### src/rtl/afsk_demod_pkg.sv
// Package: shared helpers for the AFSK demodulator.
// Assumes a three-bit history window for voting.
package afsk_demod_pkg;

    // Majority of three history bits.
    function automatic logic maj3(input logic [2:0] h);
        return (h[0] & h[1]) | (h[0] & h[2]) | (h[1] & h[2]);
    endfunction

    // Transition between the two newest history bits.
    function automatic logic newest_edge(input logic [2:0] h);
        return h[0] ^ h[1];
    endfunction

endpackage

### src/rtl/afsk_delay_line.sv
// Module: shift-register delay line of DEPTH signed samples.
// Shifts only when en is high. Reset fills it with zeros.
// dout is the sample accepted DEPTH enables earlier.
module afsk_delay_line #(
    parameter int W     = 8,
    parameter int DEPTH = 4
) (
    input  logic                clk,
    input  logic                rst_n,
    input  logic                en,
    input  logic signed [W-1:0] din,
    output logic signed [W-1:0] dout
);
    logic signed [W-1:0] tap [DEPTH];

    for (genvar g = 0; g < DEPTH; g++) begin : g_tap
        if (g == 0) begin : g_head
            // Load the newest sample into the first stage.
            always_ff @(posedge clk) begin
                if (!rst_n)  tap[g] <= '0;
                else if (en) tap[g] <= din;
            end
        end else begin : g_body
            // Move each stored sample one stage along.
            always_ff @(posedge clk) begin
                if (!rst_n)  tap[g] <= '0;
                else if (en) tap[g] <= tap[g-1];
            end
        end
    end

    assign dout = tap[DEPTH-1];
endmodule

### src/rtl/afsk_discrim.sv
// Module: product discriminator plus shift-only IIR low-pass.
// The new filter output and its sign slice are combinational from
// the current inputs and the stored state. The state registers
// update only when en is high. Widths are sized so no sum wraps,
// and the stored output saturates to Y_W bits.
module afsk_discrim #(
    parameter int SAMPLE_W = 8,
    parameter int Y_W      = 16
) (
    input  logic                       clk,
    input  logic                       rst_n,
    input  logic                       en,
    input  logic signed [SAMPLE_W-1:0] cur,
    input  logic signed [SAMPLE_W-1:0] dly,
    output logic                       slice
);
    localparam int PROD_W = 2 * SAMPLE_W;
    localparam int SUM_W  = ((Y_W > PROD_W) ? Y_W : PROD_W) + 3;
    localparam logic signed [SUM_W-1:0] Y_HI = SUM_W'((64'sd1 <<< (Y_W - 1)) - 1);
    localparam logic signed [SUM_W-1:0] Y_LO = -SUM_W'(64'sd1 <<< (Y_W - 1));

    logic signed [PROD_W-1:0] prod, x_cur, x_prev;
    logic signed [Y_W-1:0]    y_q, y_next;
    logic signed [Y_W-1:0]    y_s1, y_s3, y_s5;
    logic signed [SUM_W-1:0]  sum;

    // Discriminator product and its quarter scaling.
    always_comb begin
        prod  = dly * cur;
        x_cur = prod >>> 2;
    end

    // Feedback taps: arithmetic right shifts of the stored output.
    always_comb begin
        y_s1 = y_q >>> 1;
        y_s3 = y_q >>> 3;
        y_s5 = y_q >>> 5;
    end

    // Sum the five terms in a wide accumulator with sign extension.
    always_comb begin
        sum = {{(SUM_W-PROD_W){x_prev[PROD_W-1]}}, x_prev}
            + {{(SUM_W-PROD_W){x_cur[PROD_W-1]}},  x_cur}
            + {{(SUM_W-Y_W){y_s1[Y_W-1]}}, y_s1}
            + {{(SUM_W-Y_W){y_s3[Y_W-1]}}, y_s3}
            + {{(SUM_W-Y_W){y_s5[Y_W-1]}}, y_s5};
    end

    // Clamp the sum into the stored output width.
    always_comb begin
        if (sum > Y_HI)      y_next = Y_HI[Y_W-1:0];
        else if (sum < Y_LO) y_next = Y_LO[Y_W-1:0];
        else                 y_next = sum[Y_W-1:0];
    end

    // Positive-output slicer.
    assign slice = (y_next > 0);

    // Hold the previous filter input and output between samples.
    always_ff @(posedge clk) begin
        if (!rst_n) begin
            x_prev <= '0;
            y_q    <= '0;
        end else if (en) begin
            x_prev <= x_cur;
            y_q    <= y_next;
        end
    end
endmodule

### src/rtl/afsk_bit_pll.sv
// Module: slice history, bit-phase accumulator, majority vote and
// NRZI decision. All state updates on en. bit_vld and bit_data are
// registered on the same edge as the sample that produced them.
module afsk_bit_pll
    import afsk_demod_pkg::*;
#(
    parameter int SPB  = 8,
    parameter int STEP = 8,
    parameter int PH_W = 7
) (
    input  logic            clk,
    input  logic            rst_n,
    input  logic            en,
    input  logic            slice,
    output logic            bit_vld,
    output logic            bit_data,
    output logic [PH_W-1:0] phase
);
    localparam int PH_MAX  = SPB * STEP;
    localparam int PH_HALF = PH_MAX / 2;
    localparam logic [PH_W-1:0] MAX_V  = PH_W'(PH_MAX);
    localparam logic [PH_W-1:0] HALF_V = PH_W'(PH_HALF);
    localparam logic [PH_W-1:0] STEP_V = PH_W'(STEP);

    logic [2:0]      hist_q, hist_n;
    logic [PH_W-1:0] ph_q, ph_nudge, ph_adv, ph_n;
    logic            fire, vote, vote_q;

    // History including the slice of the sample now being accepted.
    assign hist_n = {hist_q[1:0], slice};

    // Nudge towards the centre on a transition, then advance and wrap.
    always_comb begin
        ph_nudge = ph_q;
        if (newest_edge(hist_n)) begin
            if (ph_q < HALF_V) ph_nudge = ph_q + 1'b1;
            else               ph_nudge = ph_q - 1'b1;
        end
        ph_adv = ph_nudge + STEP_V;
        fire   = (ph_adv >= MAX_V);
        ph_n   = fire ? (ph_adv - MAX_V) : ph_adv;
        vote   = maj3(hist_n);
    end

    // Register the history, the phase, the vote and the output pulse.
    always_ff @(posedge clk) begin
        if (!rst_n) begin
            hist_q   <= '0;
            ph_q     <= '0;
            vote_q   <= 1'b0;
            bit_vld  <= 1'b0;
            bit_data <= 1'b0;
        end else begin
            bit_vld <= en & fire;
            if (en) begin
                hist_q <= hist_n;
                ph_q   <= ph_n;
                if (fire) begin
                    vote_q   <= vote;
                    bit_data <= (vote == vote_q);
                end
            end
        end
    end

    assign phase = ph_q;
endmodule

### src/rtl/afsk_demod.sv
// Module: top of the AFSK demodulator. Delays each sample by half a
// bit, discriminates and filters it, then recovers NRZI-decoded bits.
// Assumes SPB is even and STEP is at least 2.
module afsk_demod #(
    parameter int SAMPLE_W = 8,
    parameter int SPB      = 8,
    parameter int STEP     = 8,
    parameter int Y_W      = 16
) (
    input  logic                clk,
    input  logic                rst_n,
    input  logic                sample_vld,
    input  logic [SAMPLE_W-1:0] sample_data,
    output logic                bit_vld,
    output logic                bit_data
);
    localparam int DEPTH = SPB / 2;
    localparam int PH_W  = $clog2(SPB * STEP + STEP + 2);

    logic signed [SAMPLE_W-1:0] cur_s, dly_s;
    logic                       slice;
    logic [PH_W-1:0]            bit_phase;

    assign cur_s = sample_data;

    afsk_delay_line #(.W(SAMPLE_W), .DEPTH(DEPTH)) u_dly (
        .clk(clk), .rst_n(rst_n), .en(sample_vld), .din(cur_s), .dout(dly_s)
    );

    afsk_discrim #(.SAMPLE_W(SAMPLE_W), .Y_W(Y_W)) u_disc (
        .clk(clk), .rst_n(rst_n), .en(sample_vld),
        .cur(cur_s), .dly(dly_s), .slice(slice)
    );

    afsk_bit_pll #(.SPB(SPB), .STEP(STEP), .PH_W(PH_W)) u_pll (
        .clk(clk), .rst_n(rst_n), .en(sample_vld), .slice(slice),
        .bit_vld(bit_vld), .bit_data(bit_data), .phase(bit_phase)
    );
endmodule

### config.mk
export PLATFORM = sky130hd
export DESIGN_NAME = afsk_demod
export DESIGN_NICKNAME = d
export VERILOG_FILES = /design/src/rtl/afsk_demod_pkg.sv /design/src/rtl/afsk_delay_line.sv /design/src/rtl/afsk_discrim.sv /design/src/rtl/afsk_bit_pll.sv /design/src/rtl/afsk_demod.sv
export SDC_FILE = /design/constraint.sdc
export NUM_CORES = 1
export LEC_CHECK = 0
export BUFFER_PORTS_ARGS = -buffer_cell sky130_fd_sc_hd__buf_4
export CAP_MARGIN = 30
export CELL_PAD_IN_SITES_DETAIL_PLACEMENT = 0
export CELL_PAD_IN_SITES_GLOBAL_PLACEMENT = 1
export CORE_MARGIN = 3
export CORE_UTILIZATION = 46
export CTS_CLUSTER_DIAMETER = 100
export DETAILED_ROUTE_END_ITERATION = 10
export GPL_TIMING_DRIVEN = 0
export HOLD_SLACK_MARGIN = 0.08
export PLACE_DENSITY = 0.89
export REMOVE_ABC_BUFFERS = 1
export SLEW_MARGIN = 15
export SYNTH_ARGS = -nofsm -noshare
export SYNTH_HDL_FRONTEND = slang
export SYNTH_HIERARCHICAL = 1
export SYNTH_SLANG_ARGS = --single-unit
### constraint.sdc
create_clock -name clk -period 8.8 [get_ports clk]
set_clock_uncertainty 0.1 [all_clocks]
set_input_delay 0 -clock clk [delete_from_list [all_inputs] [get_ports clk]]
set_output_delay 0 -clock clk [all_outputs]
set_load 0.1 [all_outputs]
==> metrics <==
clock tree buffer depth=2; Slew Limit Fails=0; CP endpoint kind=register; Sink Count=72; Fin. Hold Viols=0; Post-Syn Instances=776; CP startpoint=u_dly/tap[3][5]$_SDFFCE_PN0P_; Slew Limit Headroom=around 46%; Vias=roughly 5300; GRT Total Usage=17.7%; worst path arrival time=8.74 ns; Mapped Area=roughly 7500 um^2; total routed wirelength=approximately 16000 um; largest net degree at the start of global routing=77; Setup Crit Path Kind=reg -> reg; DP Worst Slack=-0.966 ns; Largest delay share family, worst path=adder cells; status=finished clean; Die ar.=about 18000 um^2; diode count=0; first-pass GRT wire length=26000 um; Layout Nets=991; crit path max fanout=7; area delta synth->final=19.1%; IO Port Bufs=12; WHS=~0.15 ns; share of cells above drive strength 1=approximately 24%; min cycle time layout=roughly 8.6 ns; YS warnings=6; max incr delay on CP=~0.54 ns; CP dominant cell by count=fa_1; Syn Area/Cell=9.64 um^2; TritonCTS clock tree=done; Buf/Inv on CP=7; maxcap violations=0; worst skew pair latency=0.34 ns; Starting Density=between 40% and 50%; initial antenna violation count=0; RR Startpoint=u_dly/tap[3][5]$_SDFFCE_PN0P_; Slew @ Worst Pin=0.803 ns; # fillers=about 1300; WL per Instance=around 15 um; Slowest cell on crit path=fa_1; min-delay worst type=in -> reg; die width=between 100 and 150 um; Vias/cell=roughly 5.1; DR pass1 iterations=5; Reg clk slew, reported paths=around 0.060 ns; num rows=45; RSZ-0062 raised after global routing=true; HP Start=rst_n; gp weighted congestion=0.795; DP Cell Count=981; IO Pins=13; Final Util=a little under three fifths; vias in the first global route=5462; final setup margin=between 0.2 and 0.25 ns; detailed placement HPWL=between 10000 and 15000 um; Startpoint Class=register; Post-DRT Antenna Nets=0; Core Area=approximately 16000 um^2; clk root buf=clkbuf_16; Setup-failing EPs final=0; DR DRC count=0; chip height=roughly 130 um; initial DRC count=approximately 300; htree depth=3; Period Utilization, post-route=between 90 and 100%; final cell count without fillers=just over 1000; CTS Buf Count=9; Max Clock Freq=~120 MHz; GRT overflow=0; Data required, critical path=8.96 ns
## worst paths after layout
path | cells past startpoint | endpoint | slack (ns)
worst max-delay path | 34 | u_pll/bit_data$_SDFFE_PN0P_ | 0.22
worst min-delay path | 2 | u_disc/x_prev[1]$_SDFFE_PN0P_ | 0.15
worst max register to register | 34 | u_pll/bit_data$_SDFFE_PN0P_ | 0.22
worst min register to register | 1 | u_disc/x_prev[1]$_SDFFE_PN0P_ | 0.39
## timing repair
action | CTS | global route
hold endpoints to repair | 8 | 0
setup endpoints to repair | 23 | 23
pin swaps | 35 | 84
setup buffers | 22 | 14
hold buffers | 8 | 0
gates resized for setup | 43 | 73
## state kept, by name, summed over array words and instances (netlist names)
name            flops
u_disc/x_prev      14
u_pll/bit_data      1
u_pll/vote_q        1
u_disc/y_q         15
u_pll/bit_vld       1
u_pll/phase         6
u_pll/hist_q        2
u_dly/tap          32
## cell type report
class | instances | area (um^2) | share of cell area [%]
timing repair buffer | 54 | 440 | 4.94
sequential | 72 | 1760 | 19.8
inverter | 167 | 627 | 7.04
clock inverter | 6 | 92.6 | 1.04
multi-input combinational | 519 | 5500 | 61.7
tap | 211 | 264 | 2.96
clock buffer | 10 | 229 | 2.57
## through the flow
step / area, um^2 / setup TNS [ns]
2_1_floorplan: 7400 / 0
3_5_place_dp: 7750 / -8.88
3_3_place_gp: 7750 / -8.17
5_1_grt: 8910 / -0.428
6_report: 8910 / 0
4_1_cts: 8530 / 0
## cells in the final DEF, fill, tap and decap left out, types with 14 or more instances in the layout
cell type	instances
inv_1	151
fa_1	91
ha_1	44
buf_4	42
dfxtp_1	40
nand2_1	38
and3_2	33
edfxtp_1	32
nor2_1	29
and2_1	27
a21oi_1	23
o21ai_0	23
xnor2_1	19
a21oi_2	16
inv_2	15
mux2i_1	14
## per-layer routing
layer	part of all wire, %	up-vias	wire, um	GRT usage (%)
met1	46	2648	7170	24.0
met3	3.1	22	475	3.10
met2	49	89	7690	29.9
met5	0	-	0	0
met4	1.5	0	229	3.77
li1	-	2582	-	-
Power is left out: the tool's default activity adds up to more than one toggle a clock period on the data nets, which glitch-free logic cannot reach.
